**src/rtl/card_chan_pkg.sv**
```systemverilog
package card_chan_pkg;
  // start + 8 data + parity + 2 guard bits
  localparam int FRAME_BITS = 12;

  typedef enum logic [2:0] {
    ST_RX_IDLE,
    ST_RX_BITS,
    ST_TX_LOAD,
    ST_TX_WAIT,
    ST_TX_BITS
  } chan_state_e;
endpackage

```
**src/rtl/card_clkgen.sv**
```systemverilog
module card_clkgen #(
  parameter int CLK_DIV = 6
) (
  input  logic clk,
  input  logic rst,
  output logic card_clk,
  output logic cen
);
  localparam int CNT_W = (CLK_DIV > 2) ? $clog2(CLK_DIV) : 1;
  localparam int HALF  = CLK_DIV / 2;

  logic [CNT_W-1:0] cnt, nxt;

  assign nxt = (cnt == CNT_W'(CLK_DIV - 1)) ? '0 : cnt + 1'b1;

  always_ff @(posedge clk) begin
    if (rst) begin
      cnt      <= '0;
      card_clk <= 1'b0;
      cen      <= 1'b0;
    end else begin
      cnt      <= nxt;
      card_clk <= (nxt < CNT_W'(HALF));
      cen      <= (nxt == '0);
    end
  end

  AST_CLK_HIGH_HOLD: assert property (@(posedge clk) disable iff (rst)
    $rose(card_clk) |=> card_clk);
  AST_CEN_ON_RISE: assert property (@(posedge clk) disable iff (rst)
    cen |-> card_clk);
endmodule

```
**src/rtl/chan_buf.sv**
```systemverilog
module chan_buf #(
  parameter int DEPTH = 256,
  parameter int W     = 8
) (
  input  logic                     clk,
  input  logic                     we,
  input  logic [$clog2(DEPTH)-1:0] waddr,
  input  logic [W-1:0]             wdata,
  input  logic [$clog2(DEPTH)-1:0] raddr,
  output logic [W-1:0]             rdata
);
  logic [W-1:0] mem [DEPTH];

  always_ff @(posedge clk) begin
    if (we) mem[waddr] <= wdata;
    rdata <= mem[raddr];
  end
endmodule

```
**src/rtl/chan_engine.sv**
```systemverilog
module chan_engine
  import card_chan_pkg::*;
#(
  parameter int DEPTH = 256,
  parameter int ETU_W = 16
) (
  input  logic                     clk,
  input  logic                     rst,
  input  logic                     cen,
  input  logic [ETU_W-1:0]         etu,
  input  logic                     tx_start,
  input  logic [$clog2(DEPTH):0]   tx_len,
  input  logic                     rx_clear,
  input  logic                     io_in,
  input  logic [7:0]               rd_data,
  output logic [$clog2(DEPTH)-1:0] rd_addr,
  output logic                     rx_we,
  output logic [$clog2(DEPTH)-1:0] rx_addr,
  output logic [7:0]               rx_byte,
  output logic                     tx_busy,
  output logic                     io_oe,
  output logic [$clog2(DEPTH):0]   rx_count
);
  localparam int A_W   = $clog2(DEPTH);
  localparam int PTR_W = A_W + 1;
  localparam logic [PTR_W-1:0] FULL = PTR_W'(DEPTH);

  chan_state_e           state;
  logic [PTR_W-1:0]      ptr, len;
  logic [ETU_W-1:0]      ecnt, lim;
  logic [3:0]            bitn;
  logic [FRAME_BITS-1:0] frame;
  logic                  io_s1, io_s2, io_prev;
  logic                  tick;

  always_comb begin
    if (state == ST_RX_BITS && bitn == 4'd0) lim = (etu >> 1) - 1'b1;
    else                                     lim = etu - 1'b1;
    tick = cen && (ecnt == lim);
  end

  assign tx_busy  = (state == ST_TX_LOAD) || (state == ST_TX_WAIT) || (state == ST_TX_BITS);
  assign rd_addr  = ptr[A_W-1:0];
  assign rx_count = tx_busy ? '0 : ptr;

  always_ff @(posedge clk) begin
    if (rst) begin
      state   <= ST_RX_IDLE;
      ptr     <= '0;
      len     <= '0;
      ecnt    <= '0;
      bitn    <= '0;
      frame   <= '1;
      io_s1   <= 1'b1;
      io_s2   <= 1'b1;
      io_prev <= 1'b1;
      rx_we   <= 1'b0;
      rx_addr <= '0;
      rx_byte <= '0;
      io_oe   <= 1'b0;
    end else begin
      io_s1   <= io_in;
      io_s2   <= io_s1;
      io_prev <= io_s2;
      rx_we   <= 1'b0;
      io_oe   <= (state == ST_TX_BITS) && !frame[0];
      if (cen) ecnt <= tick ? '0 : ecnt + 1'b1;
      unique case (state)
        ST_RX_IDLE, ST_RX_BITS: begin
          if (tx_start) begin
            ptr <= '0;
            if (tx_len != '0) begin
              len   <= tx_len;
              state <= ST_TX_LOAD;
            end else begin
              state <= ST_RX_IDLE;
            end
          end else if (rx_clear) begin
            ptr   <= '0;
            state <= ST_RX_IDLE;
          end else if (state == ST_RX_IDLE) begin
            if (io_prev && !io_s2) begin
              state <= ST_RX_BITS;
              ecnt  <= '0;
              bitn  <= '0;
            end
          end else if (tick) begin
            bitn <= bitn + 1'b1;
            if (bitn == 4'd0) begin
              if (io_s2) state <= ST_RX_IDLE;
            end else if (bitn <= 4'd8) begin
              rx_byte <= {io_s2, rx_byte[7:1]};
            end else begin
              state <= ST_RX_IDLE;
              if (ptr != FULL) begin
                rx_we   <= 1'b1;
                rx_addr <= ptr[A_W-1:0];
                ptr     <= ptr + 1'b1;
              end
            end
          end
        end
        ST_TX_LOAD: state <= ST_TX_WAIT;
        ST_TX_WAIT: begin
          frame <= {2'b11, ^rd_data, rd_data, 1'b0};
          bitn  <= '0;
          ecnt  <= '0;
          state <= ST_TX_BITS;
        end
        ST_TX_BITS: begin
          if (tick) begin
            frame <= {1'b1, frame[FRAME_BITS-1:1]};
            bitn  <= bitn + 1'b1;
            if (bitn == 4'(FRAME_BITS - 1)) begin
              bitn <= '0;
              if (ptr + 1'b1 == len) begin
                ptr   <= '0;
                state <= ST_RX_IDLE;
              end else begin
                ptr   <= ptr + 1'b1;
                state <= ST_TX_LOAD;
              end
            end
          end
        end
        default: state <= ST_RX_IDLE;
      endcase
    end
  end

  AST_IDLE_RELEASED: assert property (@(posedge clk) disable iff (rst)
    !tx_busy |-> !io_oe);
  AST_PTR_BOUND: assert property (@(posedge clk) disable iff (rst)
    ptr <= FULL);
  AST_RX_STEP: assert property (@(posedge clk) disable iff (rst)
    rx_we |-> (ptr == PTR_W'($past(ptr) + 1'b1)));
  AST_HALF_DUPLEX: assert property (@(posedge clk) disable iff (rst)
    tx_busy |-> !rx_we);
  AST_LEN_HELD: assert property (@(posedge clk) disable iff (rst)
    (tx_busy && tx_start) |=> $stable(len));
endmodule

```
**src/rtl/card_chan.sv**
```systemverilog
module card_chan #(
  parameter int DEPTH     = 256,
  parameter int CLK_DIV   = 6,
  parameter int ETU_W     = 16,
  parameter int ETU_RESET = 372
) (
  input  logic                     clk,
  input  logic                     rst,
  input  logic                     cfg_we,
  input  logic [ETU_W-1:0]         cfg_etu,
  input  logic                     cfg_rst_lvl,
  input  logic                     buf_we,
  input  logic [$clog2(DEPTH)-1:0] buf_waddr,
  input  logic [7:0]               buf_wdata,
  input  logic [$clog2(DEPTH)-1:0] buf_raddr,
  output logic [7:0]               buf_rdata,
  input  logic                     tx_start,
  input  logic [$clog2(DEPTH):0]   tx_len,
  input  logic                     rx_clear,
  output logic                     tx_busy,
  output logic [$clog2(DEPTH):0]   rx_count,
  output logic [ETU_W:0]           status,
  output logic                     card_clk_o,
  output logic                     card_rst_o,
  input  logic                     card_io_i,
  output logic                     card_io_oe_o
);
  localparam int A_W = $clog2(DEPTH);

  logic [ETU_W-1:0] etu_q;
  logic             rst_q;
  logic             cen;
  logic             rx_we, mem_we;
  logic [A_W-1:0]   eng_raddr, rx_addr, mem_waddr, mem_raddr;
  logic [7:0]       rx_byte, mem_wdata;

  always_ff @(posedge clk) begin
    if (rst) begin
      etu_q <= ETU_W'(ETU_RESET);
      rst_q <= 1'b0;
    end else if (cfg_we) begin
      etu_q <= cfg_etu;
      rst_q <= cfg_rst_lvl;
    end
  end

  assign card_rst_o = rst_q;
  assign status     = {rst_q, etu_q};
  assign mem_we     = rx_we | buf_we;
  assign mem_waddr  = rx_we ? rx_addr : buf_waddr;
  assign mem_wdata  = rx_we ? rx_byte : buf_wdata;
  assign mem_raddr  = tx_busy ? eng_raddr : buf_raddr;

  card_clkgen #(.CLK_DIV(CLK_DIV)) u_clkgen (
    .clk(clk), .rst(rst), .card_clk(card_clk_o), .cen(cen)
  );

  chan_buf #(.DEPTH(DEPTH), .W(8)) u_buf (
    .clk(clk), .we(mem_we), .waddr(mem_waddr), .wdata(mem_wdata),
    .raddr(mem_raddr), .rdata(buf_rdata)
  );

  chan_engine #(.DEPTH(DEPTH), .ETU_W(ETU_W)) u_engine (
    .clk(clk), .rst(rst), .cen(cen), .etu(etu_q),
    .tx_start(tx_start), .tx_len(tx_len), .rx_clear(rx_clear),
    .io_in(card_io_i), .rd_data(buf_rdata), .rd_addr(eng_raddr),
    .rx_we(rx_we), .rx_addr(rx_addr), .rx_byte(rx_byte),
    .tx_busy(tx_busy), .io_oe(card_io_oe_o), .rx_count(rx_count)
  );

  AST_RST_FOLLOW: assert property (@(posedge clk) disable iff (rst)
    cfg_we |=> (card_rst_o == $past(cfg_rst_lvl)));
endmodule

```
**config.mk**
```make
export PLATFORM = sky130hd
export DESIGN_NAME = card_chan
export DESIGN_NICKNAME = d
export VERILOG_FILES = /design/src/rtl/card_chan_pkg.sv /design/src/rtl/card_clkgen.sv /design/src/rtl/chan_buf.sv /design/src/rtl/chan_engine.sv /design/src/rtl/card_chan.sv
export SDC_FILE = /design/constraint.sdc
export NUM_CORES = 2
export LEC_CHECK = 0
export BUFFER_PORTS_ARGS = -buffer_cell sky130_fd_sc_hd__buf_2
export CAP_MARGIN = 0
export CORE_MARGIN = 1.5
export CORE_UTILIZATION = 57
export CTS_BUF_LIST = sky130_fd_sc_hd__clkbuf_4 sky130_fd_sc_hd__clkbuf_8 sky130_fd_sc_hd__clkbuf_16
export DETAILED_ROUTE_END_ITERATION = 8
export GPL_TIMING_DRIVEN = 0
export PLACE_DENSITY = 0.76
export SETUP_SLACK_MARGIN = 0.02
export SLEW_MARGIN = 10
export SYNTH_ARGS = -nofsm -noshare
export SYNTH_HDL_FRONTEND = slang
export SYNTH_SLANG_ARGS = --single-unit
```
**constraint.sdc**
```tcl
create_clock -name clk -period 4.6 [get_ports clk]
set_clock_uncertainty 0.1 [all_clocks]
set_input_delay 0.92 -clock clk [delete_from_list [all_inputs] [get_ports clk]]
set_output_delay 0.92 -clock clk [all_outputs]
set_load 0.1 [all_outputs]
```
==> results.yml <==
synthesis:
  synth_edf_count: 2048
  yosys.area.top_type_share_pct: 70.3
  synth_top_cells_by_area: "edfxtp_1, nand2_1, nand3_1"
  async_flop_share_pct: 0
  yosysSeqAreaShare_pct: 72.7
  syn_area_um2: 87500
  ys_types: 75
  synth_cells: 7060
  ys.warnings.count: 0
  yosysTopAreaCell: "edfxtp_1"
  synth_nets: 7123
  synth_seq_cells: 2150
  avgSynthCellArea_um2: 12.4
  synth_ff_type: "edfxtp_1"
pwr:
  pwr_density_cell_nw_per_um2: 454
  p_comb_share_pct: 14.0
  power.switching_mw: 12.5
  p_total_mw: 45.2
  leakagePower_nw: 35.0
  power.internal_mw: 32.8
  pwr-share-clk_pct: 38.3
  vdd_ir_drop_max_v: 0.000408
  p_seq_share_pct: 47.6
  swShare_pct: 27.6
drt:
  drc: 0
  ant_nets: 0
  drt_iter0_drc: 10183
  drt_first_pass_iters: 9
  avgViaCountPerCell: 6.54
  totalWireLength_um: 288000
  routed-via-count: 63120
  wl_per_cell_um: 29.8
floorplan:
  rows: 143
  dieArea_um2: 156000
  die_h_um: 395
  start_util_pct: 57.5
  die_x_um: 395
  core_um2: 152000
  io_pins: 95
worst_setup_path:
  crit_fanout: 10
  cpMostUsedCell: "clkbuf_2"
  crit_path_end_kind: "flop"
  worstPathRequired_ns: 5.25
  crit_buf_inv: 3
  path_delay_family: "compound AO/OA/AOI/OAI gates"
  cp-start-kind: "flop"
  ff2ff_path_depth: 14
  crit_arrival_ns: 5.83
  r2r_slack_ns: -0.57
  cp_slowest_stage_delay_ns: 0.47
  critPathSlowestCell: "nor3b_2"
  r2r-start: "u_engine.state[1]"
  worstPathCellList: "clkbuf_2 > nor3b_2 > nor2_4 > mux2_4 > clkbuf_2 > clkbuf_2 > a211oi_1 > a31oi_1 > a32o_1 > nor3_1 > o22ai_1 > a221oi_1 > o22ai_1 > a221o_1"
  path_class: "reg -> reg"
  rr_endpoint: "u_buf.rdata[6]"
grt:
  grt_pass1_wl_um: 404000
  antenna_found_initial: 25
  first_global_vias: 58509
  overflow: 0
  grt_use_total_pct: 36.3
  grt_max_degree: 113
sta:
  holdWs_ns: 0.127
  setup_viol: 24
  fin_crit_ns: 5.17
  max_freq_mhz: 193
  drv_slew: 0
  setup_ws_ns: -0.575
  hold_viol_final: 0
  rsz0062_at_grt: "true"
  relSlewSlack_pct: 4.01
  fin_crit_sh_pct: 112
  tightest_slew_ns: 1.43
run_status:
  status: "complete, but fails checks"
  violations: "negative setup slack"
final_layout:
  fillers: 10691
  fin_nets: 7479
  drive_gt1_share_pct: 10.9
  final_core_util_pct: 65.5
  ff_latch_area_um2: 63500
  multi_input_area_um2: 22700
  syn_to_final_growth_pct: 13.9
place:
  port_buffers: 92
  gp_congestion: 1.01
  hpwlAfterDp_um: 194000
clock_network:
  clk_latency_ns: 0.89
  cts_tree: "built"
  hold_buffers: 0
  cts_buffers: 208
  htree_levels: 4
  cts_sinks: 2150
  cts_max_path_buffers: 3
  root_buffer: "clkbuf_16"
  clkTransAtPathRegs_ns: 0.06
flow_run:
  maxCapViolCount: 0
worst_hold_path:
  holdPathEnd: "u_engine.io_s1"
  hp-start: "card_io_i"
  hp-class: "in -> reg"
  hold_depth: 2
==> worst max path at each step <==
stage / end / depth (start not counted) / from
5_1_grt: u_engine.ptr[5] / 18 / u_engine.bitn[1]
3_5_place_dp: u_buf.rdata[6] / 14 / u_engine.state[2]
3_3_place_gp: u_buf.rdata[4] / 14 / u_engine.state[1]
4_1_cts: u_engine.ptr[5] / 18 / u_engine.bitn[1]
6_report: u_buf.rdata[6] / 14 / u_engine.state[1]
2_1_floorplan: u_engine.ptr[4] / 18 / u_engine.bitn[1]
==> power by group through the flow <==
stage          Clock (mW)  Combinational, mW  Sequential [mW]
3_3_place_gp            0               5.63             22.1
4_1_cts              17.3               6.02             21.6
5_1_grt              18.0               6.47             21.6
6_report             17.3               6.34             21.6
2_1_floorplan           0               2.99             22.2
3_5_place_dp            0               5.78             22.0
==> cell usage after synthesis (all sizes together) (37+ instances only) <==
cell and count:
a211oi 97, a21oi 37, a221oi 50, a31oi 169, a32oi 67, and3 252, buf 91, clkbuf 404
dfxtp 102, edfxtp 2048, mux2i 112, nand2 2144, nand3 609, nor2 364, nor3 45, o21ai 44
o221ai 81, o22ai 60
==> registers in the layout, indices dropped and copies added, names as in the netlist, 3 cells and up <==
register / cells
u_engine.frame: 10
etu_q: 16
u_engine.bitn: 4
u_engine.len: 9
u_engine.ecnt: 16
u_engine.rx_addr: 8
u_buf.rdata: 8
u_engine.rx_byte: 8
u_engine.state: 3
u_engine.ptr: 9
u_clkgen.cnt: 3
u_buf.mem: 2048
==> metrics by stage <==
step | instances | setup TNS, ns | instance area [um2] | worst slack, ns
after floorplan | 7060 | -1.86 | 87500 | -0.240
after global placement | 9182 | -4108.99 | 90500 | -3.27
after detailed placement | 9205 | -64.42 | 91300 | -2.94
after CTS | 9617 | -5.62 | 99300 | -0.445
after global routing | 9629 | -13.25 | 99500 | -0.651
final | 9651 | -10.06 | 99600 | -0.575
==> routing by layer <==
layer / up-vias / global-route usage, % / share of wire, %
met2: 5156 / 52.7 / 44
met3: 822 / 10.6 / 14
li1: 26528 / - / -
met5: - / 0 / 0.036
met1: 30602 / 48.1 / 35
met4: 12 / 23.0 / 7.0
==> layout make-up <==
type,instances,area share (%)
flip-flops and latches,2150,63.8
multi-input cells,4394,22.8
clock buffers,267,5.72
well taps,2030,2.55
plain buffers,492,2.30
repair buffers,149,1.37
clock inverters,121,1.27
inverters,21,0.0792
diodes,27,0.0679
==> layout by cell type (no fill, tap or decap), types with 109 or more instances in the layout <==
cell / instances
buf_2: 131
and3_1: 251
edfxtp_1: 2048
mux2i_1: 109
nand3_1: 607
clkbuf_1: 261
clkbuf_16: 209
nand2_1: 2140
nor2_1: 358
a31oi_1: 168
==> what timing repair did <==
item | 4_1_cts | 5_1_grt
setup endpoints to repair | 154 | 65
endpoints found under the hold margin | 0 | 0
pin swaps | 22 | 10
buffers inserted | 28 | 10
resized for setup | 320 | 44
cloned | 0 | 0
==> cell families after synthesis <==
kind of cell / Yosys count / synth area share, %
buffers and inverters: 516 / 2.25
DFF: 2150 / 72.7
adders and majority gates: 6 / 0.0858
AOI/OAI and AO/OA: 704 / 5.95
and+or+nand+nor: 3505 / 17.1
muxes: 125 / 1.45
xor gates and xnor gates: 54 / 0.541
No activity file was read; power rests on OpenSTA's default activity.
